$ cat src/rtl/vgap_pkg.sv
// Package: vgap_pkg
// Shared types for the column-scan predictor. The band code is produced by the
// gradient stage and consumed by the refinement stage.
package vgap_pkg;
    // Prediction rule chosen from the steering value d = gc - gv
    typedef enum logic [2:0] {
        BAND_BASE   = 3'd0,
        BAND_N      = 3'd1,
        BAND_W      = 3'd2,
        BAND_N_HALF = 3'd3,
        BAND_N_QTR  = 3'd4,
        BAND_W_HALF = 3'd5,
        BAND_W_QTR  = 3'd6
    } band_e;
endpackage

$ cat src/rtl/vgap_grad_stage.sv
// Module: vgap_grad_stage
// Stage 1 of 3. Forms the six absolute differences, the two gradient sums, the
// steering value and the unrefined base predictor, then classifies the band.
// Assumes: neighbours are already aligned with in_pix in the same cycle.
module vgap_grad_stage
    import vgap_pkg::*;
#(
    parameter int PIX_W   = 8,
    parameter int THR_HI  = 80,
    parameter int THR_MID = 32,
    parameter int THR_LO  = 8
) (
    input  logic                      clk,
    input  logic                      rst_n,
    input  logic                      in_valid,
    input  logic                      in_ref,
    input  logic [PIX_W-1:0]          in_pix,
    input  logic [PIX_W-1:0]          nb_n,
    input  logic [PIX_W-1:0]          nb_nn,
    input  logic [PIX_W-1:0]          nb_w,
    input  logic [PIX_W-1:0]          nb_wn,
    input  logic [PIX_W-1:0]          nb_ws,
    input  logic [PIX_W-1:0]          nb_ww,
    input  logic [PIX_W-1:0]          nb_wsw,
    output logic                      s1_valid,
    output logic                      s1_ref,
    output logic [PIX_W-1:0]          s1_pix,
    output logic [PIX_W-1:0]          s1_n,
    output logic [PIX_W-1:0]          s1_w,
    output band_e                     s1_band,
    output logic signed [PIX_W+4:0]   s1_base
);
    localparam int GRAD_W = PIX_W + 2;   // sum of three PIX_W magnitudes
    localparam int DIFF_W = PIX_W + 3;   // signed gc - gv
    localparam int WIDE_W = PIX_W + 5;   // signed predictor arithmetic
    localparam int NPAIR  = 6;

    localparam logic signed [DIFF_W-1:0] T_HI  = DIFF_W'(THR_HI);
    localparam logic signed [DIFF_W-1:0] T_MID = DIFF_W'(THR_MID);
    localparam logic signed [DIFF_W-1:0] T_LO  = DIFF_W'(THR_LO);

    logic [PIX_W-1:0]         op_a [NPAIR];
    logic [PIX_W-1:0]         op_b [NPAIR];
    logic [PIX_W-1:0]         mag  [NPAIR];
    logic [GRAD_W-1:0]        g_col, g_crs;
    logic signed [DIFF_W-1:0] steer;
    logic signed [WIDE_W-1:0] half_sum, quarter_gap, base_c;
    band_e                    band_c;

    // Operand pairs: 0..2 feed the column gradient, 3..5 the cross gradient
    always_comb begin
        op_a[0] = nb_nn; op_b[0] = nb_n;
        op_a[1] = nb_w;  op_b[1] = nb_wn;
        op_a[2] = nb_w;  op_b[2] = nb_ws;
        op_a[3] = nb_n;  op_b[3] = nb_wn;
        op_a[4] = nb_w;  op_b[4] = nb_ww;
        op_a[5] = nb_ws; op_b[5] = nb_wsw;
    end

    // One absolute-difference unit per operand pair
    for (genvar gi = 0; gi < NPAIR; gi++) begin : g_absdiff
        assign mag[gi] = (op_a[gi] >= op_b[gi]) ? (op_a[gi] - op_b[gi])
                                                : (op_b[gi] - op_a[gi]);
    end

    // Gradient sums and the signed steering value
    always_comb begin
        g_col = GRAD_W'(mag[0]) + GRAD_W'(mag[1]) + GRAD_W'(mag[2]);
        g_crs = GRAD_W'(mag[3]) + GRAD_W'(mag[4]) + GRAD_W'(mag[5]);
        steer = $signed(DIFF_W'(g_crs)) - $signed(DIFF_W'(g_col));
    end

    // Base predictor: floor halves and quarters via arithmetic shifts
    always_comb begin
        half_sum    = ($signed(WIDE_W'(nb_n)) + $signed(WIDE_W'(nb_w))) >>> 1;
        quarter_gap = ($signed(WIDE_W'(nb_ws)) - $signed(WIDE_W'(nb_wn))) >>> 2;
        base_c      = half_sum + quarter_gap;
    end

    // Band classification in priority order: outer bands first
    always_comb begin
        if (steer > T_HI)             band_c = BAND_N;
        else if (steer < -T_HI)       band_c = BAND_W;
        else if (steer > T_MID)       band_c = BAND_N_HALF;
        else if (steer > T_LO)        band_c = BAND_N_QTR;
        else if (steer < -T_MID)      band_c = BAND_W_HALF;
        else if (steer < -T_LO)       band_c = BAND_W_QTR;
        else                          band_c = BAND_BASE;
    end

    // Stage register; control bits reset, data follows freely
    always_ff @(posedge clk) begin
        if (!rst_n) begin
            s1_valid <= 1'b0;
            s1_ref   <= 1'b0;
        end else begin
            s1_valid <= in_valid;
            s1_ref   <= in_ref;
        end
        s1_pix  <= in_pix;
        s1_n    <= nb_n;
        s1_w    <= nb_w;
        s1_band <= band_c;
        s1_base <= base_c;
    end
endmodule

$ cat src/rtl/vgap_refine_stage.sv
// Module: vgap_refine_stage
// Stage 2 of 3. Applies the band rule to the base predictor and clamps the
// result to the pixel range. Reference pixels predict themselves.
// Assumes: s1_base carries the floor-rounded base from stage 1.
module vgap_refine_stage
    import vgap_pkg::*;
#(
    parameter int PIX_W = 8
) (
    input  logic                      clk,
    input  logic                      rst_n,
    input  logic                      s1_valid,
    input  logic                      s1_ref,
    input  logic [PIX_W-1:0]          s1_pix,
    input  logic [PIX_W-1:0]          s1_n,
    input  logic [PIX_W-1:0]          s1_w,
    input  band_e                     s1_band,
    input  logic signed [PIX_W+4:0]   s1_base,
    output logic                      s2_valid,
    output logic                      s2_ref,
    output logic [PIX_W-1:0]          s2_pix,
    output logic [PIX_W-1:0]          s2_pred
);
    localparam int WIDE_W = PIX_W + 5;
    localparam logic signed [WIDE_W-1:0] MAXV = WIDE_W'((1 << PIX_W) - 1);

    logic signed [WIDE_W-1:0] n_s, w_s, raw;
    logic [PIX_W-1:0]         clamped;

    // Band rule; every division is a floor shift on a signed value
    always_comb begin
        n_s = $signed(WIDE_W'(s1_n));
        w_s = $signed(WIDE_W'(s1_w));
        unique case (s1_band)
            BAND_N:      raw = n_s;
            BAND_W:      raw = w_s;
            BAND_N_HALF: raw = (s1_base + n_s) >>> 1;
            BAND_N_QTR:  raw = (s1_base + s1_base + s1_base + n_s) >>> 2;
            BAND_W_HALF: raw = (s1_base + w_s) >>> 1;
            BAND_W_QTR:  raw = (s1_base + s1_base + s1_base + w_s) >>> 2;
            default:     raw = s1_base;
        endcase
    end

    // Clamp into 0 .. 2^PIX_W-1
    always_comb begin
        if (raw < 0)          clamped = '0;
        else if (raw > MAXV)  clamped = MAXV[PIX_W-1:0];
        else                  clamped = raw[PIX_W-1:0];
    end

    // Stage register; reference pixels carry themselves as prediction
    always_ff @(posedge clk) begin
        if (!rst_n) begin
            s2_valid <= 1'b0;
            s2_ref   <= 1'b0;
        end else begin
            s2_valid <= s1_valid;
            s2_ref   <= s1_ref;
        end
        s2_pix  <= s1_pix;
        s2_pred <= s1_ref ? s1_pix : clamped;
    end
endmodule

$ cat src/rtl/vgap_fold_stage.sv
// Module: vgap_fold_stage
// Stage 3 of 3. Folds the signed residual into a non-negative code using the
// distance from the prediction to the nearer end of the pixel range.
// Assumes: s2_pred is already clamped into the pixel range.
module vgap_fold_stage #(
    parameter int PIX_W = 8
) (
    input  logic              clk,
    input  logic              rst_n,
    input  logic              s2_valid,
    input  logic              s2_ref,
    input  logic [PIX_W-1:0]  s2_pix,
    input  logic [PIX_W-1:0]  s2_pred,
    output logic              out_valid,
    output logic              out_ref,
    output logic [PIX_W-1:0]  out_pred,
    output logic [PIX_W-1:0]  out_code
);
    localparam int RES_W = PIX_W + 1;
    localparam logic [PIX_W-1:0] MAXP = '1;

    logic signed [RES_W-1:0] resid;
    logic [PIX_W-1:0]        mag, room_hi, theta;
    logic [RES_W-1:0]        code_w;

    // Residual magnitude and the fold limit
    always_comb begin
        resid   = $signed({1'b0, s2_pix}) - $signed({1'b0, s2_pred});
        mag     = resid[RES_W-1] ? PIX_W'(-resid) : resid[PIX_W-1:0];
        room_hi = MAXP - s2_pred;
        theta   = (s2_pred <= room_hi) ? s2_pred : room_hi;
    end

    // Three-way fold: even for small positive, odd for small negative, linear beyond
    always_comb begin
        if (mag > theta)
            code_w = RES_W'(theta) + RES_W'(mag);
        else if (resid[RES_W-1])
            code_w = {mag, 1'b0} - RES_W'(1);
        else
            code_w = {mag, 1'b0};
    end

    // Output register; reference pixels emit the raw value as code
    always_ff @(posedge clk) begin
        if (!rst_n) begin
            out_valid <= 1'b0;
            out_ref   <= 1'b0;
        end else begin
            out_valid <= s2_valid;
            out_ref   <= s2_ref;
        end
        out_pred <= s2_pred;
        out_code <= s2_ref ? s2_pix : code_w[PIX_W-1:0];
    end
endmodule

$ cat src/rtl/vgap_predict_map.sv
// Module: vgap_predict_map
// Top of the column-scan predictor: gradient stage, refinement stage, fold
// stage. Fixed latency of three cycles, one pixel per clock, no stalls.
// Assumes: the neighbour fetch unit presents all seven neighbours with in_pix.
module vgap_predict_map
    import vgap_pkg::*;
#(
    parameter int PIX_W   = 8,
    parameter int THR_HI  = 80,
    parameter int THR_MID = 32,
    parameter int THR_LO  = 8
) (
    input  logic              clk,
    input  logic              rst_n,
    input  logic              in_valid,
    input  logic              in_ref,
    input  logic [PIX_W-1:0]  in_pix,
    input  logic [PIX_W-1:0]  nb_n,
    input  logic [PIX_W-1:0]  nb_nn,
    input  logic [PIX_W-1:0]  nb_w,
    input  logic [PIX_W-1:0]  nb_wn,
    input  logic [PIX_W-1:0]  nb_ws,
    input  logic [PIX_W-1:0]  nb_ww,
    input  logic [PIX_W-1:0]  nb_wsw,
    output logic              out_valid,
    output logic              out_ref,
    output logic [PIX_W-1:0]  out_pred,
    output logic [PIX_W-1:0]  out_code
);
    logic                     s1_valid, s1_ref, s2_valid, s2_ref;
    logic [PIX_W-1:0]         s1_pix, s1_n, s1_w, s2_pix, s2_pred;
    band_e                    s1_band;
    logic signed [PIX_W+4:0]  s1_base;

    vgap_grad_stage #(
        .PIX_W(PIX_W), .THR_HI(THR_HI), .THR_MID(THR_MID), .THR_LO(THR_LO)
    ) grad_i (
        .clk(clk), .rst_n(rst_n), .in_valid(in_valid), .in_ref(in_ref),
        .in_pix(in_pix), .nb_n(nb_n), .nb_nn(nb_nn), .nb_w(nb_w),
        .nb_wn(nb_wn), .nb_ws(nb_ws), .nb_ww(nb_ww), .nb_wsw(nb_wsw),
        .s1_valid(s1_valid), .s1_ref(s1_ref), .s1_pix(s1_pix),
        .s1_n(s1_n), .s1_w(s1_w), .s1_band(s1_band), .s1_base(s1_base)
    );

    vgap_refine_stage #(.PIX_W(PIX_W)) refine_i (
        .clk(clk), .rst_n(rst_n), .s1_valid(s1_valid), .s1_ref(s1_ref),
        .s1_pix(s1_pix), .s1_n(s1_n), .s1_w(s1_w), .s1_band(s1_band),
        .s1_base(s1_base), .s2_valid(s2_valid), .s2_ref(s2_ref),
        .s2_pix(s2_pix), .s2_pred(s2_pred)
    );

    vgap_fold_stage #(.PIX_W(PIX_W)) fold_i (
        .clk(clk), .rst_n(rst_n), .s2_valid(s2_valid), .s2_ref(s2_ref),
        .s2_pix(s2_pix), .s2_pred(s2_pred), .out_valid(out_valid),
        .out_ref(out_ref), .out_pred(out_pred), .out_code(out_code)
    );
endmodule

$ cat config.mk
export PLATFORM = sky130hd
export DESIGN_NAME = vgap_predict_map
export DESIGN_NICKNAME = d
export VERILOG_FILES = /design/src/rtl/vgap_pkg.sv /design/src/rtl/vgap_grad_stage.sv /design/src/rtl/vgap_refine_stage.sv /design/src/rtl/vgap_fold_stage.sv /design/src/rtl/vgap_predict_map.sv
export SDC_FILE = /design/constraint.sdc
export NUM_CORES = 1
export LEC_CHECK = 0
export ABC_AREA = 1
export BUFFER_PORTS_ARGS = -buffer_cell sky130_fd_sc_hd__buf_2
export CAP_MARGIN = 0
export CELL_PAD_IN_SITES_DETAIL_PLACEMENT = 0
export CELL_PAD_IN_SITES_GLOBAL_PLACEMENT = 2
export CORE_MARGIN = 2
export CORE_UTILIZATION = 38
export CTS_CLUSTER_DIAMETER = 80
export DETAILED_ROUTE_END_ITERATION = 8
export GPL_ROUTABILITY_DRIVEN = 0
export GPL_TIMING_DRIVEN = 0
export PLACE_DENSITY_LB_ADDON = 0.05
export SLEW_MARGIN = 25
export SYNTH_ARGS = -nofsm -noshare
export SYNTH_HDL_FRONTEND = slang
export SYNTH_HIERARCHICAL = 1
export SYNTH_SLANG_ARGS = --single-unit
$ cat constraint.sdc
create_clock -name clk -period 9.3 [get_ports clk]
set_input_delay 0.93 -clock clk [delete_from_list [all_inputs] [get_ports clk]]
set_output_delay 0.93 -clock clk [all_outputs]
set_load 0.02 [all_outputs]
==> metrics.txt, run 1 <==
# TYPE chip_impl_metric gauge
chip_impl_metric{name="drt_iter0_markers",unit=""} 520
chip_impl_info{name="setup.worst_path.start_class",value="input pin"} 1
chip_impl_metric{name="global_route_wire_length_before_repair",unit="mm"} 62.6
chip_impl_metric{name="relSlewSlack",unit="%"} 31.5
chip_impl_metric{name="clk_pin_slew",unit="ns"} 0.06
chip_impl_metric{name="worstSkewPairLatency",unit="ns"} 0.35
chip_impl_metric{name="post_synth_num_cell_types",unit=""} 62
chip_impl_metric{name="route.final.wire_length",unit="mm"} 39.2
chip_impl_metric{name="floorplan.initialDensity",unit="%"} 38.5
chip_impl_metric{name="floorplan.die.width",unit="um"} 188
chip_impl_info{name="critical_path.reg2reg.endpoint",value="refine_i/s2_pred[0]"} 1
chip_impl_info{name="root_driver",value="sky130_fd_sc_hd__clkbuf_16"} 1
chip_impl_metric{name="cts_buffers",unit=""} 9
chip_impl_info{name="crit_slowest_cell",value="sky130_fd_sc_hd__fa_1"} 1
chip_impl_metric{name="timing_worst_slew_pin_value",unit="ns"} 1.02
chip_impl_metric{name="post_cts_buffers",unit=""} 0
chip_impl_metric{name="avgSynthCellArea",unit="um^2"} 6.57
chip_impl_metric{name="clock-skew-final",unit="ns"} 0.00968
chip_impl_metric{name="final_min_period_over_clock_period",unit="%"} 68.8
chip_impl_metric{name="fp.coreArea",unit="um^2"} 33400
chip_impl_metric{name="avgRoutedWirePerCell",unit="um"} 15.6
chip_impl_metric{name="critical_path_arrival",unit="ns"} 6.65
chip_impl_metric{name="netlist.area_leader.share",unit="%"} 18.3
chip_impl_metric{name="number_of_design_rule_violations_left_after_detail_routing",unit=""} 0
chip_impl_info{name="critPathMostFrequentCell",value="sky130_fd_sc_hd__inv_1"} 1
chip_impl_info{name="reg2reg_from",value="grad_i/s1_base[1]"} 1
chip_impl_metric{name="fmaxAchievable",unit="MHz"} 156
chip_impl_metric{name="vias",unit=""} 12300
chip_impl_metric{name="die_h",unit="um"} 188
chip_impl_metric{name="critical_path_peak_fanout",unit=""} 10
chip_impl_metric{name="antenna-diode-count",unit=""} 0
chip_impl_metric{name="synth-edff-count",unit=""} 0
chip_impl_info{name="cts_tree",value="yes"} 1
chip_impl_info{name="timing.critical_path.to",value="grad_i/s1_band[1]"} 1
chip_impl_metric{name="finalSetupViolCount",unit=""} 0
chip_impl_metric{name="maxSlewViolCount",unit=""} 0
chip_impl_info{name="ys_dominant_reg_cell",value="sky130_fd_sc_hd__dfxtp_1"} 1
chip_impl_metric{name="synth_seq_cells",unit=""} 75
chip_impl_info{name="count_leader_synth",value="sky130_fd_sc_hd__nand2_1"} 1
chip_impl_metric{name="yosysWarnings",unit=""} 6
chip_impl_metric{name="finalSetupTns",unit="ns"} 0
chip_impl_info{name="critical_path.endpoint_type",value="register"} 1
chip_impl_metric{name="num_rows",unit=""} 67
chip_impl_metric{name="nets",unit=""} 2364
chip_impl_metric{name="die-area",unit="um^2"} 35400
chip_impl_metric{name="number_of_antenna_violations_at_the_first_check_in_global_routing",unit=""} 0
chip_impl_info{name="yosysTopAreaCell",value="sky130_fd_sc_hd__ha_1"} 1
chip_impl_metric{name="place_hpwl",unit="mm"} 34.1
chip_impl_metric{name="ys_seq_area_share",unit="%"} 11.6
chip_impl_metric{name="netlist_area",unit="um^2"} 12900
chip_impl_metric{name="cts.path.max_buffers",unit=""} 2
chip_impl_metric{name="synth_fp_nets",unit=""} 2268
chip_impl_metric{name="cts_htree_levels",unit=""} 3
chip_impl_info{name="worst_setup_path_startpoint",value="nb_w[0]"} 1
chip_impl_metric{name="postSynth.asyncResetShare",unit="%"} 0
chip_impl_metric{name="postRouteAntennaNets",unit=""} 0
chip_impl_metric{name="detail_route.first_pass.iterations",unit=""} 7
chip_impl_metric{name="met2_usage",unit="%"} 41.6
chip_impl_info{name="run_status",value="finished, final reports clean"} 1
chip_impl_metric{name="areaGrowthSynthToFinish",unit="%"} 9.82
chip_impl_metric{name="crit_path_required_time",unit="ns"} 9.55
chip_impl_metric{name="drv_cap",unit=""} 0
chip_impl_info{name="synth.area.top_cells",value="sky130_fd_sc_hd__ha_1 (18%), sky130_fd_sc_hd__nand2_1 (15%), sky130_fd_sc_hd__dfxtp_1 (12%)"} 1
chip_impl_metric{name="synthCells",unit=""} 1961
chip_impl_metric{name="boundaryPins",unit=""} 86
chip_impl_metric{name="count_of_hold_fix_buffers_inserted_at_cts",unit=""} 0
chip_impl_metric{name="via_density_per_instance",unit=""} 4.91
chip_impl_info{name="netlist_top_cells_count",value="sky130_fd_sc_hd__nand2_1 (515), sky130_fd_sc_hd__inv_1 (348), sky130_fd_sc_hd__ha_1 (188)"} 1
chip_impl_metric{name="setup_slack_of_the_most_critical_reg_to_reg_path",unit="ns"} 5.11
chip_impl_metric{name="grtUsageTotal",unit="%"} 22.5
chip_impl_metric{name="worst_hold_path.num_cells",unit=""} 0
chip_impl_metric{name="grt_start_max_net_pins",unit=""} 15
chip_impl_metric{name="ctsResizeCount",unit=""} 0
chip_impl_info{name="hold_path.class",value="register to register"} 1
chip_impl_metric{name="final-hold-violation-count",unit=""} 0
chip_impl_metric{name="grt_overflow_total",unit=""} 0
chip_impl_metric{name="groute.layer.met1.usage",unit="%"} 27.5
chip_impl_metric{name="fin_crit",unit="ns"} 6.40
chip_impl_metric{name="port-buffer-count",unit=""} 85
chip_impl_metric{name="grt_pass1_vias",unit=""} 12000
chip_impl_metric{name="critPathMaxStageDelay",unit="ns"} 0.54
chip_impl_metric{name="grt_util_met3",unit="%"} 1.82
chip_impl_metric{name="drive_above_1_share",unit="%"} 11.8
chip_impl_info{name="rsz0062_at_grt",value="no"} 1
chip_impl_metric{name="cts_num_sinks",unit=""} 75
chip_impl_info{name="criticalPathCategory",value="input pin to register"} 1
chip_impl_info{name="grt.busiest_layer",value="met2"} 1
chip_impl_metric{name="reg2regPathDepth",unit=""} 25
## cell families (layout without fill, tap and decap cells)
group / Yosys count / in the layout / synth area share [%]
AOI/OAI and AO/OA: 312 / 312 / 14.5
buffers and inverters: 393 / 494 / 12.0
and+or+nand+nor: 851 / 851 / 29.3
DFF: 75 / 75 / 11.6
muxes: 5 / 5 / 0.417
xor gates and xnor gates: 86 / 86 / 5.90
adders and majority gates: 239 / 239 / 26.2
## sequential cells by signal, indices dropped and copies added, names as in the netlist
register           cells
grad_i/s1_band         3
fold_i/out_code        8
refine_i/s2_ref        1
grad_i/s1_ref          1
grad_i/s1_valid        1
refine_i/s2_pix        8
fold_i/out_ref         1
grad_i/s1_w            8
refine_i/s2_valid      1
fold_i/out_pred        8
refine_i/s2_pred       8
grad_i/s1_base        10
grad_i/s1_pix          8
fold_i/out_valid       1
grad_i/s1_n            8
## cells in the final DEF (no fill, tap or decap), types with 10 or more instances in the layout
cell / count
sky130_fd_sc_hd__nand2_1: 515
sky130_fd_sc_hd__inv_1: 348
sky130_fd_sc_hd__ha_1: 188
sky130_fd_sc_hd__a21oi_1: 117
sky130_fd_sc_hd__nand3_1: 112
sky130_fd_sc_hd__nor2_1: 101
sky130_fd_sc_hd__buf_2: 95
sky130_fd_sc_hd__o21ai_0: 82
sky130_fd_sc_hd__dfxtp_1: 75
sky130_fd_sc_hd__xor2_1: 56
sky130_fd_sc_hd__fa_1: 51
sky130_fd_sc_hd__nand2_2: 33
sky130_fd_sc_hd__xnor2_1: 29
sky130_fd_sc_hd__o211ai_1: 24
sky130_fd_sc_hd__nand4_1: 23
sky130_fd_sc_hd__nand3_2: 18
sky130_fd_sc_hd__inv_2: 15
sky130_fd_sc_hd__o21ai_1: 15
sky130_fd_sc_hd__nor2_2: 11
sky130_fd_sc_hd__a21o_1: 11
sky130_fd_sc_hd__o221ai_1: 11
sky130_fd_sc_hd__or2_2: 10
## critical path: cells and delay by family
family / cells / cell delay (ns)
fa+ha+maj: 6 / 2.62
simple gates: 12 / 1.54
buf+inv: 9 / 1.00
compound gates: 2 / 0.52
## metal layers
metal | up-vias | routed length, um
met5 | - | 0
met4 | 0 | 1110
met3 | 41 | 1290
met2 | 218 | 19500
met1 | 5577 | 17300
li1 | 6495 | -
## cell type report
cell class	count	area, um^2
fillers	3687	19300
repair buffers	85	425
plain buffers	27	166
flip-flops and latches	75	1500
clock buffers	10	229
inverters	366	1380
multi-input cells	1493	9840
clock inverters	6	51.3
well taps	448	561
## worst min-delay path by stage
stage / endpoint / slack, ns / start
after CTS: refine_i/s2_pix[1] / 0.35 / grad_i/s1_pix[1]
after floorplan: fold_i/out_pred[7] / 0.33 / refine_i/s2_pred[7]
after global placement: fold_i/out_pred[7] / 0.33 / refine_i/s2_pred[7]
after global routing: refine_i/s2_pix[0] / 0.36 / grad_i/s1_pix[0]
after detailed placement: fold_i/out_pred[7] / 0.34 / refine_i/s2_pred[7]
final: refine_i/s2_pix[1] / 0.35 / grad_i/s1_pix[1]
## through the flow
stage | hold WS [ns] | utilization [%] | std cells | setup slack (ns) | area, um^2
4_1_cts | 0.353 | 42.3 | 2510 | 2.83 | 14200
5_1_grt | 0.361 | 42.3 | 2510 | 2.55 | 14200
3_5_place_dp | 0.338 | 41.5 | 2494 | 2.45 | 13900
3_3_place_gp | 0.335 | 41.5 | 2494 | 2.51 | 13900
2_1_floorplan | 0.326 | - | 1961 | 3.62 | 12900
6_report | 0.351 | 42.3 | 2510 | 2.90 | 14200
Power of run 1 is not shown: default switching activity piles up to over one toggle a cycle in this logic, so the estimate is an artifact.
==> run 2, diff against run 1 <==
--- a/config.mk
+++ b/config.mk
@@ -11,7 +11,7 @@
 export CELL_PAD_IN_SITES_DETAIL_PLACEMENT = 0
 export CELL_PAD_IN_SITES_GLOBAL_PLACEMENT = 2
 export CORE_MARGIN = 2
-export CORE_UTILIZATION = 38
+export CORE_UTILIZATION = 32
 export CTS_CLUSTER_DIAMETER = 80
 export DETAILED_ROUTE_END_ITERATION = 8
 export GPL_ROUTABILITY_DRIVEN = 0
==> constraint.sdc (replaced) <==
create_clock -name clk -period 5.3 [get_ports clk]
set_input_delay 0.53 -clock clk [delete_from_list [all_inputs] [get_ports clk]]
set_output_delay 0.53 -clock clk [all_outputs]
set_load 0.02 [all_outputs]
==> run 2 against run 1 <==
  * Critical path depth is 1 lower
  * First-iteration DRC count is 5.8% higher
  * Count of clock-buffer cells in the layout is 1 lower
  * Sequential cell count stayed put
  * Global-route usage is 1.9 points lower
  * Design area is 12% higher
  * Register-to-register slack worse by 4.0 ns
  * Non-clock buffer count is 61 higher
  * Clock skew is 0.0012 ns lower
  * Core utilization is 2.3 points lower
==> metrics.txt, run 2 (synthesized netlist as in run 1, its figures left out) <==
# TYPE chip_impl_metric gauge
chip_impl_metric{name="final-hold-violation-count",unit=""} 0
chip_impl_metric{name="worst_hold_path.num_cells",unit=""} 1
chip_impl_metric{name="grt_overflow_total",unit=""} 0
chip_impl_metric{name="drv_cap",unit=""} 0
chip_impl_metric{name="avgRoutedWirePerCell",unit="um"} 16.2
chip_impl_info{name="hold_ep",value="grad_i/s1_pix[4]"} 1
chip_impl_metric{name="timing_worst_slew_pin_value",unit="ns"} 1.00
chip_impl_metric{name="route.final.wire_length",unit="mm"} 42.9
chip_impl_metric{name="maxSlewViolCount",unit=""} 0
chip_impl_metric{name="drive_above_1_share",unit="%"} 22.1
chip_impl_metric{name="port-buffer-count",unit=""} 85
chip_impl_metric{name="place_worst_setup_slack",unit="ns"} -1.13
chip_impl_metric{name="critical_path_peak_fanout",unit=""} 8
chip_impl_metric{name="fin_crit",unit="ns"} 5.16
chip_impl_metric{name="critical_path_arrival",unit="ns"} 5.41
chip_impl_metric{name="via_density_per_instance",unit=""} 4.73
chip_impl_metric{name="count_of_hold_fix_buffers_inserted_at_cts",unit=""} 0
chip_impl_info{name="criticalPathCategory",value="input pin to register"} 1
chip_impl_metric{name="areaGrowthSynthToFinish",unit="%"} 23.2
chip_impl_metric{name="drt_iter0_markers",unit=""} 550
chip_impl_metric{name="grtUsageTotal",unit="%"} 20.7
chip_impl_metric{name="fp.coreArea",unit="um^2"} 39700
chip_impl_info{name="hold_path.class",value="input pin to register"} 1
chip_impl_metric{name="clock-skew-final",unit="ns"} 0.00847
chip_impl_metric{name="setup_slack_after_layout",unit="ns"} 0.141
chip_impl_info{name="mostFrequentLayoutCells",value="sky130_fd_sc_hd__nand2_1 (481), sky130_fd_sc_hd__inv_1 (314), sky130_fd_sc_hd__ha_1 (153)"} 1
chip_impl_metric{name="max_reg_flops",unit=""} 10
chip_impl_info{name="largest-register",value="grad_i/s1_base"} 1
chip_impl_metric{name="setup_slack_of_the_most_critical_reg_to_reg_path",unit="ns"} 1.07
chip_impl_metric{name="finalSetupTns",unit="ns"} 0
chip_impl_info{name="critical_path.endpoint_type",value="register"} 1
chip_impl_metric{name="relSlewSlack",unit="%"} 32.8
chip_impl_metric{name="number_of_antenna_violations_at_the_first_check_in_global_routing",unit=""} 1
chip_impl_metric{name="global_route_wire_length_before_repair",unit="mm"} 67.0
chip_impl_metric{name="vias",unit=""} 12500
chip_impl_info{name="most_common_library_cell_in_the_layout_ignoring_fill_and_taps",value="sky130_fd_sc_hd__nand2_1"} 1
chip_impl_metric{name="cts_htree_levels",unit=""} 3
chip_impl_metric{name="cts_buffers",unit=""} 9
chip_impl_metric{name="worstSkewPairLatency",unit="ns"} 0.35
chip_impl_metric{name="reg2regPathDepth",unit=""} 25
chip_impl_metric{name="die_h",unit="um"} 205
chip_impl_metric{name="final_min_period_over_clock_period",unit="%"} 97.3
chip_impl_metric{name="floorplan.initialDensity",unit="%"} 32.4
chip_impl_metric{name="layout.cells.non_filler",unit=""} 2647
chip_impl_info{name="worst_hold_startpoint",value="in_pix[4]"} 1
chip_impl_metric{name="grt_pass1_vias",unit=""} 12300
chip_impl_metric{name="crit_path_required_time",unit="ns"} 5.55
chip_impl_info{name="run_status",value="finished, final reports clean"} 1
chip_impl_info{name="reg2reg_from",value="grad_i/s1_base[1]"} 1
chip_impl_metric{name="number_of_design_rule_violations_left_after_detail_routing",unit=""} 0
chip_impl_metric{name="fmaxAchievable",unit="MHz"} 194
chip_impl_metric{name="grt_start_max_net_pins",unit=""} 14
chip_impl_metric{name="finalSetupViolCount",unit=""} 0
chip_impl_metric{name="cts.path.max_buffers",unit=""} 2
chip_impl_metric{name="boundaryPins",unit=""} 86
chip_impl_metric{name="postRouteAntennaNets",unit=""} 0
chip_impl_metric{name="post-place-cells",unit=""} 2571
chip_impl_metric{name="cts_num_sinks",unit=""} 75
chip_impl_metric{name="die-area",unit="um^2"} 41900
chip_impl_metric{name="nets",unit=""} 2425
chip_impl_metric{name="num_rows",unit=""} 73
chip_impl_metric{name="floorplan.die.width",unit="um"} 205
chip_impl_info{name="cts_tree",value="yes"} 1
chip_impl_info{name="root_driver",value="sky130_fd_sc_hd__clkbuf_16"} 1
chip_impl_metric{name="place_area",unit="um^2"} 14000
chip_impl_metric{name="clk_pin_slew",unit="ns"} 0.06
chip_impl_info{name="crit_slowest_cell",value="sky130_fd_sc_hd__fa_1"} 1
chip_impl_info{name="setup.worst_path.start_class",value="input pin"} 1
chip_impl_metric{name="post-route-cell-area",unit="um^2"} 15900
chip_impl_metric{name="critPathMaxStageDelay",unit="ns"} 0.54
chip_impl_info{name="critical_path.reg2reg.endpoint",value="refine_i/s2_pred[0]"} 1
chip_impl_metric{name="detail_route.first_pass.iterations",unit=""} 5
chip_impl_metric{name="place_hpwl",unit="mm"} 36.1
chip_impl_metric{name="antenna-diode-count",unit=""} 0
## run 2: cell count changes in the layout (fill, tap and decap cells not counted), moves of 15 or more
| cell | delta |
|---|---|
| sky130_fd_sc_hd__buf_4 | +57 |
| sky130_fd_sc_hd__ha_1 | -35 |
| sky130_fd_sc_hd__inv_1 | -34 |
| sky130_fd_sc_hd__nand2_1 | -34 |
| sky130_fd_sc_hd__ha_4 | +28 |
| sky130_fd_sc_hd__buf_2 | -26 |
| sky130_fd_sc_hd__nand2_2 | +21 |
| sky130_fd_sc_hd__inv_2 | +19 |
| sky130_fd_sc_hd__buf_6 | +15 |
| sky130_fd_sc_hd__nor2_1 | -15 |
## run 2: area by class of cell
cell class / instances / area (um^2)
fill: 4322 / 23800
tap: 525 / 657
clock buffer: 9 / 225
clock inverter: 6 / 66.3
timing repair buffer: 148 / 1030
sequential: 75 / 1500
inverter: 366 / 1440
multi-input combinational: 1493 / 10800
buffer: 25 / 200
## run 2: critical path: cells and delay by family
kind,cells,cell delay (ns)
buf+inv,8,0.67
simple gates,14,1.74
fa+ha+maj,6,2.46
## run 2: layer usage
metal	vias up	wire, um	global-route usage (%)
met1	5725	19400	26.1
met5	-	13	0
li1	6601	-	-
met3	37	901	1.59
met2	157	21700	38.0
met4	2	835	4.68
## run 2: worst max path at each step
stage,startpoint,endpoint,slack [ns]
after floorplan,nb_w[0],grad_i/s1_band[1],0.02
after global placement,nb_w[0],grad_i/s1_band[2],-1.11
after detailed placement,nb_w[0],grad_i/s1_band[2],-1.13
after CTS,nb_w[0],grad_i/s1_band[2],-0.003
after global routing,nb_wn[4],grad_i/s1_band[1],-0.08
final,nb_w[4],grad_i/s1_band[1],0.14
## run 2: through the flow
step	hold WS (ns)	util [%]
after floorplan	0.326	-
after global placement	0.332	35.2
after detailed placement	0.334	35.2
after CTS	0.265	36.9
after global routing	0.268	40.0
final	0.283	40.0
## run 2: repair_timing
action                                  4_1_cts  5_1_grt
pin swaps                                    15      101
gates resized for setup                      73      241
cloned                                        1        3
hold endpoints to repair                      0        0
endpoints found under the setup margin        3        3
buffers inserted                             12       47
Power of run 2 is left out for the same reason.
==> run 3, diff against run 2 <==
--- a/config.mk
+++ b/config.mk
@@ -16,7 +16,8 @@
 export DETAILED_ROUTE_END_ITERATION = 8
 export GPL_ROUTABILITY_DRIVEN = 0
 export GPL_TIMING_DRIVEN = 0
-export PLACE_DENSITY_LB_ADDON = 0.05
+export PLACE_DENSITY = 0.9
+export SKIP_CTS_REPAIR_TIMING = 1
 export SLEW_MARGIN = 25
 export SYNTH_ARGS = -nofsm -noshare
 export SYNTH_HDL_FRONTEND = slang
==> run 3 against run 2 <==
  * Maximum frequency rose by 0.22%
  * Largest cell class unchanged
  * Sequential cell count unchanged
  * Core utilization decreased by 0.56 points
  * Final cell count fell by 0.42%
  * Clock skew grew 0.0048 ns
  * Count of clock-buffer cells in the layout unchanged
  * Wire length is 7.4% lower
  * Critical endpoint unchanged
  * Via count up 0.63%
  * Sequential share of layout area rose by 0.14 points
==> metrics.txt, run 3 (synthesized netlist as in run 1, its figures left out) <==
# TYPE chip_impl_metric gauge
chip_impl_info{name="run_status",value="finished, final reports clean"} 1
chip_impl_metric{name="via_density_per_instance",unit=""} 4.78
chip_impl_metric{name="timing_worst_slew_pin_value",unit="ns"} 1.06
chip_impl_metric{name="number_of_design_rule_violations_left_after_detail_routing",unit=""} 0
chip_impl_metric{name="nets",unit=""} 2412
chip_impl_metric{name="place_hpwl",unit="mm"} 33.0
chip_impl_metric{name="worst_hold_path.num_cells",unit=""} 1
chip_impl_metric{name="multi_input_comb_area",unit="um^2"} 10700
chip_impl_metric{name="seqCellArea",unit="um^2"} 1500
chip_impl_metric{name="cts_buffers",unit=""} 9
chip_impl_metric{name="maxSlewViolCount",unit=""} 0
chip_impl_info{name="critical_path.endpoint_type",value="register"} 1
chip_impl_info{name="cts_tree",value="yes"} 1
chip_impl_metric{name="critical_path_arrival",unit="ns"} 5.40
chip_impl_metric{name="grt_start_max_net_pins",unit=""} 14
chip_impl_metric{name="num_rows",unit=""} 73
chip_impl_metric{name="avgRoutedWirePerCell",unit="um"} 15.1
chip_impl_metric{name="drv_cap",unit=""} 0
chip_impl_metric{name="post-route-cell-area",unit="um^2"} 15700
chip_impl_metric{name="max_reg_flops",unit=""} 10
chip_impl_metric{name="vias",unit=""} 12600
chip_impl_info{name="reg2reg_from",value="grad_i/s1_base[1]"} 1
chip_impl_metric{name="grt_pass1_vias",unit=""} 12100
chip_impl_metric{name="fmaxAchievable",unit="MHz"} 194
chip_impl_info{name="root_driver",value="sky130_fd_sc_hd__clkbuf_16"} 1
chip_impl_metric{name="fp.coreArea",unit="um^2"} 39700
chip_impl_metric{name="post-place-cells",unit=""} 2571
chip_impl_metric{name="clock-skew-final",unit="ns"} 0.0133
chip_impl_metric{name="crit_path_required_time",unit="ns"} 5.56
chip_impl_info{name="criticalPathCategory",value="input pin to register"} 1
chip_impl_metric{name="place_area",unit="um^2"} 14000
chip_impl_info{name="most_common_library_cell_in_the_layout_ignoring_fill_and_taps",value="sky130_fd_sc_hd__nand2_1"} 1
chip_impl_metric{name="fin_crit",unit="ns"} 5.15
chip_impl_info{name="largest-register",value="grad_i/s1_base"} 1
chip_impl_metric{name="reg2regPathDepth",unit=""} 25
chip_impl_metric{name="critical_path_peak_fanout",unit=""} 6
chip_impl_metric{name="global_route_wire_length_before_repair",unit="mm"} 62.6
chip_impl_metric{name="drive_above_1_share",unit="%"} 21.0
chip_impl_metric{name="grt_overflow_total",unit=""} 0
chip_impl_metric{name="layout.cells.non_filler",unit=""} 2636
chip_impl_metric{name="floorplan.die.width",unit="um"} 205
chip_impl_metric{name="detail_route.first_pass.iterations",unit=""} 5
chip_impl_metric{name="postRouteAntennaNets",unit=""} 0
chip_impl_metric{name="final-hold-violation-count",unit=""} 0
chip_impl_metric{name="clk_pin_slew",unit="ns"} 0.07
chip_impl_metric{name="areaGrowthSynthToFinish",unit="%"} 21.5
chip_impl_metric{name="floorplan.initialDensity",unit="%"} 32.4
chip_impl_metric{name="finalSetupViolCount",unit=""} 0
chip_impl_metric{name="grtUsageTotal",unit="%"} 18.9
chip_impl_metric{name="boundaryPins",unit=""} 86
chip_impl_info{name="mostFrequentLayoutCells",value="sky130_fd_sc_hd__nand2_1 (483), sky130_fd_sc_hd__inv_1 (319), sky130_fd_sc_hd__ha_1 (155)"} 1
chip_impl_metric{name="cts_htree_levels",unit=""} 3
chip_impl_info{name="setup.worst_path.start_class",value="input pin"} 1
chip_impl_metric{name="relSlewSlack",unit="%"} 28.6
chip_impl_metric{name="die_h",unit="um"} 205
chip_impl_metric{name="number_of_antenna_violations_at_the_first_check_in_global_routing",unit=""} 1
chip_impl_info{name="worst_setup_path_startpoint",value="nb_w[4]"} 1
chip_impl_info{name="worst_hold_startpoint",value="in_pix[4]"} 1
chip_impl_metric{name="n_fill_cell",unit=""} 4276
chip_impl_info{name="hold_path.class",value="input pin to register"} 1
chip_impl_metric{name="final_min_period_over_clock_period",unit="%"} 97.1
chip_impl_metric{name="die-area",unit="um^2"} 41900
chip_impl_metric{name="drt_iter0_markers",unit=""} 564
chip_impl_metric{name="cts_num_sinks",unit=""} 75
chip_impl_metric{name="route.final.wire_length",unit="mm"} 39.7
chip_impl_metric{name="worstSkewPairLatency",unit="ns"} 0.36
chip_impl_metric{name="port-buffer-count",unit=""} 85
chip_impl_metric{name="cts.path.max_buffers",unit=""} 2
==> run 3: cell types whose count changed in the layout (fill, tap and decap cells not counted), moves of 4 or more <==
cell	previous run	this run
sky130_fd_sc_hd__buf_4	64	50
sky130_fd_sc_hd__clkinvlp_4	8	4
sky130_fd_sc_hd__nand2_2	54	59
sky130_fd_sc_hd__nand2_4	17	10
sky130_fd_sc_hd__buf_2	69	79
sky130_fd_sc_hd__buf_6	18	14
sky130_fd_sc_hd__clkbuf_4	12	7
sky130_fd_sc_hd__inv_1	314	319
==> run 3: critical path, stage by stage <==
cell and delay (ns):
sky130_fd_sc_hd__buf_8 0.12, sky130_fd_sc_hd__clkinvlp_4 0.11, sky130_fd_sc_hd__buf_4 0.15, sky130_fd_sc_hd__ha_4 0.26, sky130_fd_sc_hd__nand2_1 0.11, sky130_fd_sc_hd__nor2_2 0.15
sky130_fd_sc_hd__nand4_1 0.20, sky130_fd_sc_hd__nand3_4 0.20, sky130_fd_sc_hd__buf_6 0.13, sky130_fd_sc_hd__nand2_1 0.05, sky130_fd_sc_hd__nand2_1 0.07, sky130_fd_sc_hd__xor2_1 0.16
sky130_fd_sc_hd__inv_1 0.08, sky130_fd_sc_hd__fa_1 0.48, sky130_fd_sc_hd__fa_1 0.51, sky130_fd_sc_hd__inv_2 0.04, sky130_fd_sc_hd__fa_1 0.49, sky130_fd_sc_hd__inv_2 0.06
sky130_fd_sc_hd__fa_2 0.45, sky130_fd_sc_hd__or3b_4 0.41, sky130_fd_sc_hd__nor2_4 0.12, sky130_fd_sc_hd__nand2_1 0.07, sky130_fd_sc_hd__nor2_2 0.12, sky130_fd_sc_hd__nand2_2 0.08
sky130_fd_sc_hd__nand3_4 0.09, sky130_fd_sc_hd__nand3_2 0.07, sky130_fd_sc_hd__nand2_2 0.08, sky130_fd_sc_hd__inv_2 0.03
==> run 3: layout make-up <==
cell class / instances / share of cell area (%)
clock buffers: 9 / 1.44
diodes: 2 / 0.0320
inverters: 366 / 9.08
well taps: 525 / 4.19
plain buffers: 27 / 1.20
multi-input cells: 1493 / 68.0
flip-flops and latches: 75 / 9.59
repair buffers: 133 / 5.71
clock inverters: 6 / 0.719
==> run 3: worst paths after layout <==
check | to | slack, ns
hold / removal | grad_i/s1_pix[4] | 0.27
setup / recovery | grad_i/s1_band[1] | 0.15
setup reg to reg | refine_i/s2_pred[6] | 1.15
hold reg to reg | refine_i/s2_pix[2] | 0.35
==> run 3: layer usage <==
metal  vias up  wire (um)  GRT usage [%]
met3        67       1170           2.13
li1       6597          -              -
met5         -          0              0
met1      5720      17600           23.3
met4         0       1450           6.88
met2       217      19500           33.7
==> run 3: per-stage QoR <==
step                utilization [%]  hold WS (ns)  setup TNS (ns)  setup slack [ns]
detailed placement             35.2         0.341           -2.98            -0.997
CTS                            36.0         0.257           -1.92            -0.646
finish                         39.4         0.270               0             0.152
global placement               35.2         0.335           -2.97            -0.989
global route                   39.4         0.257          -0.155           -0.0780
floorplan                         -         0.326               0            0.0152
Power of run 3 is left out for the same reason.
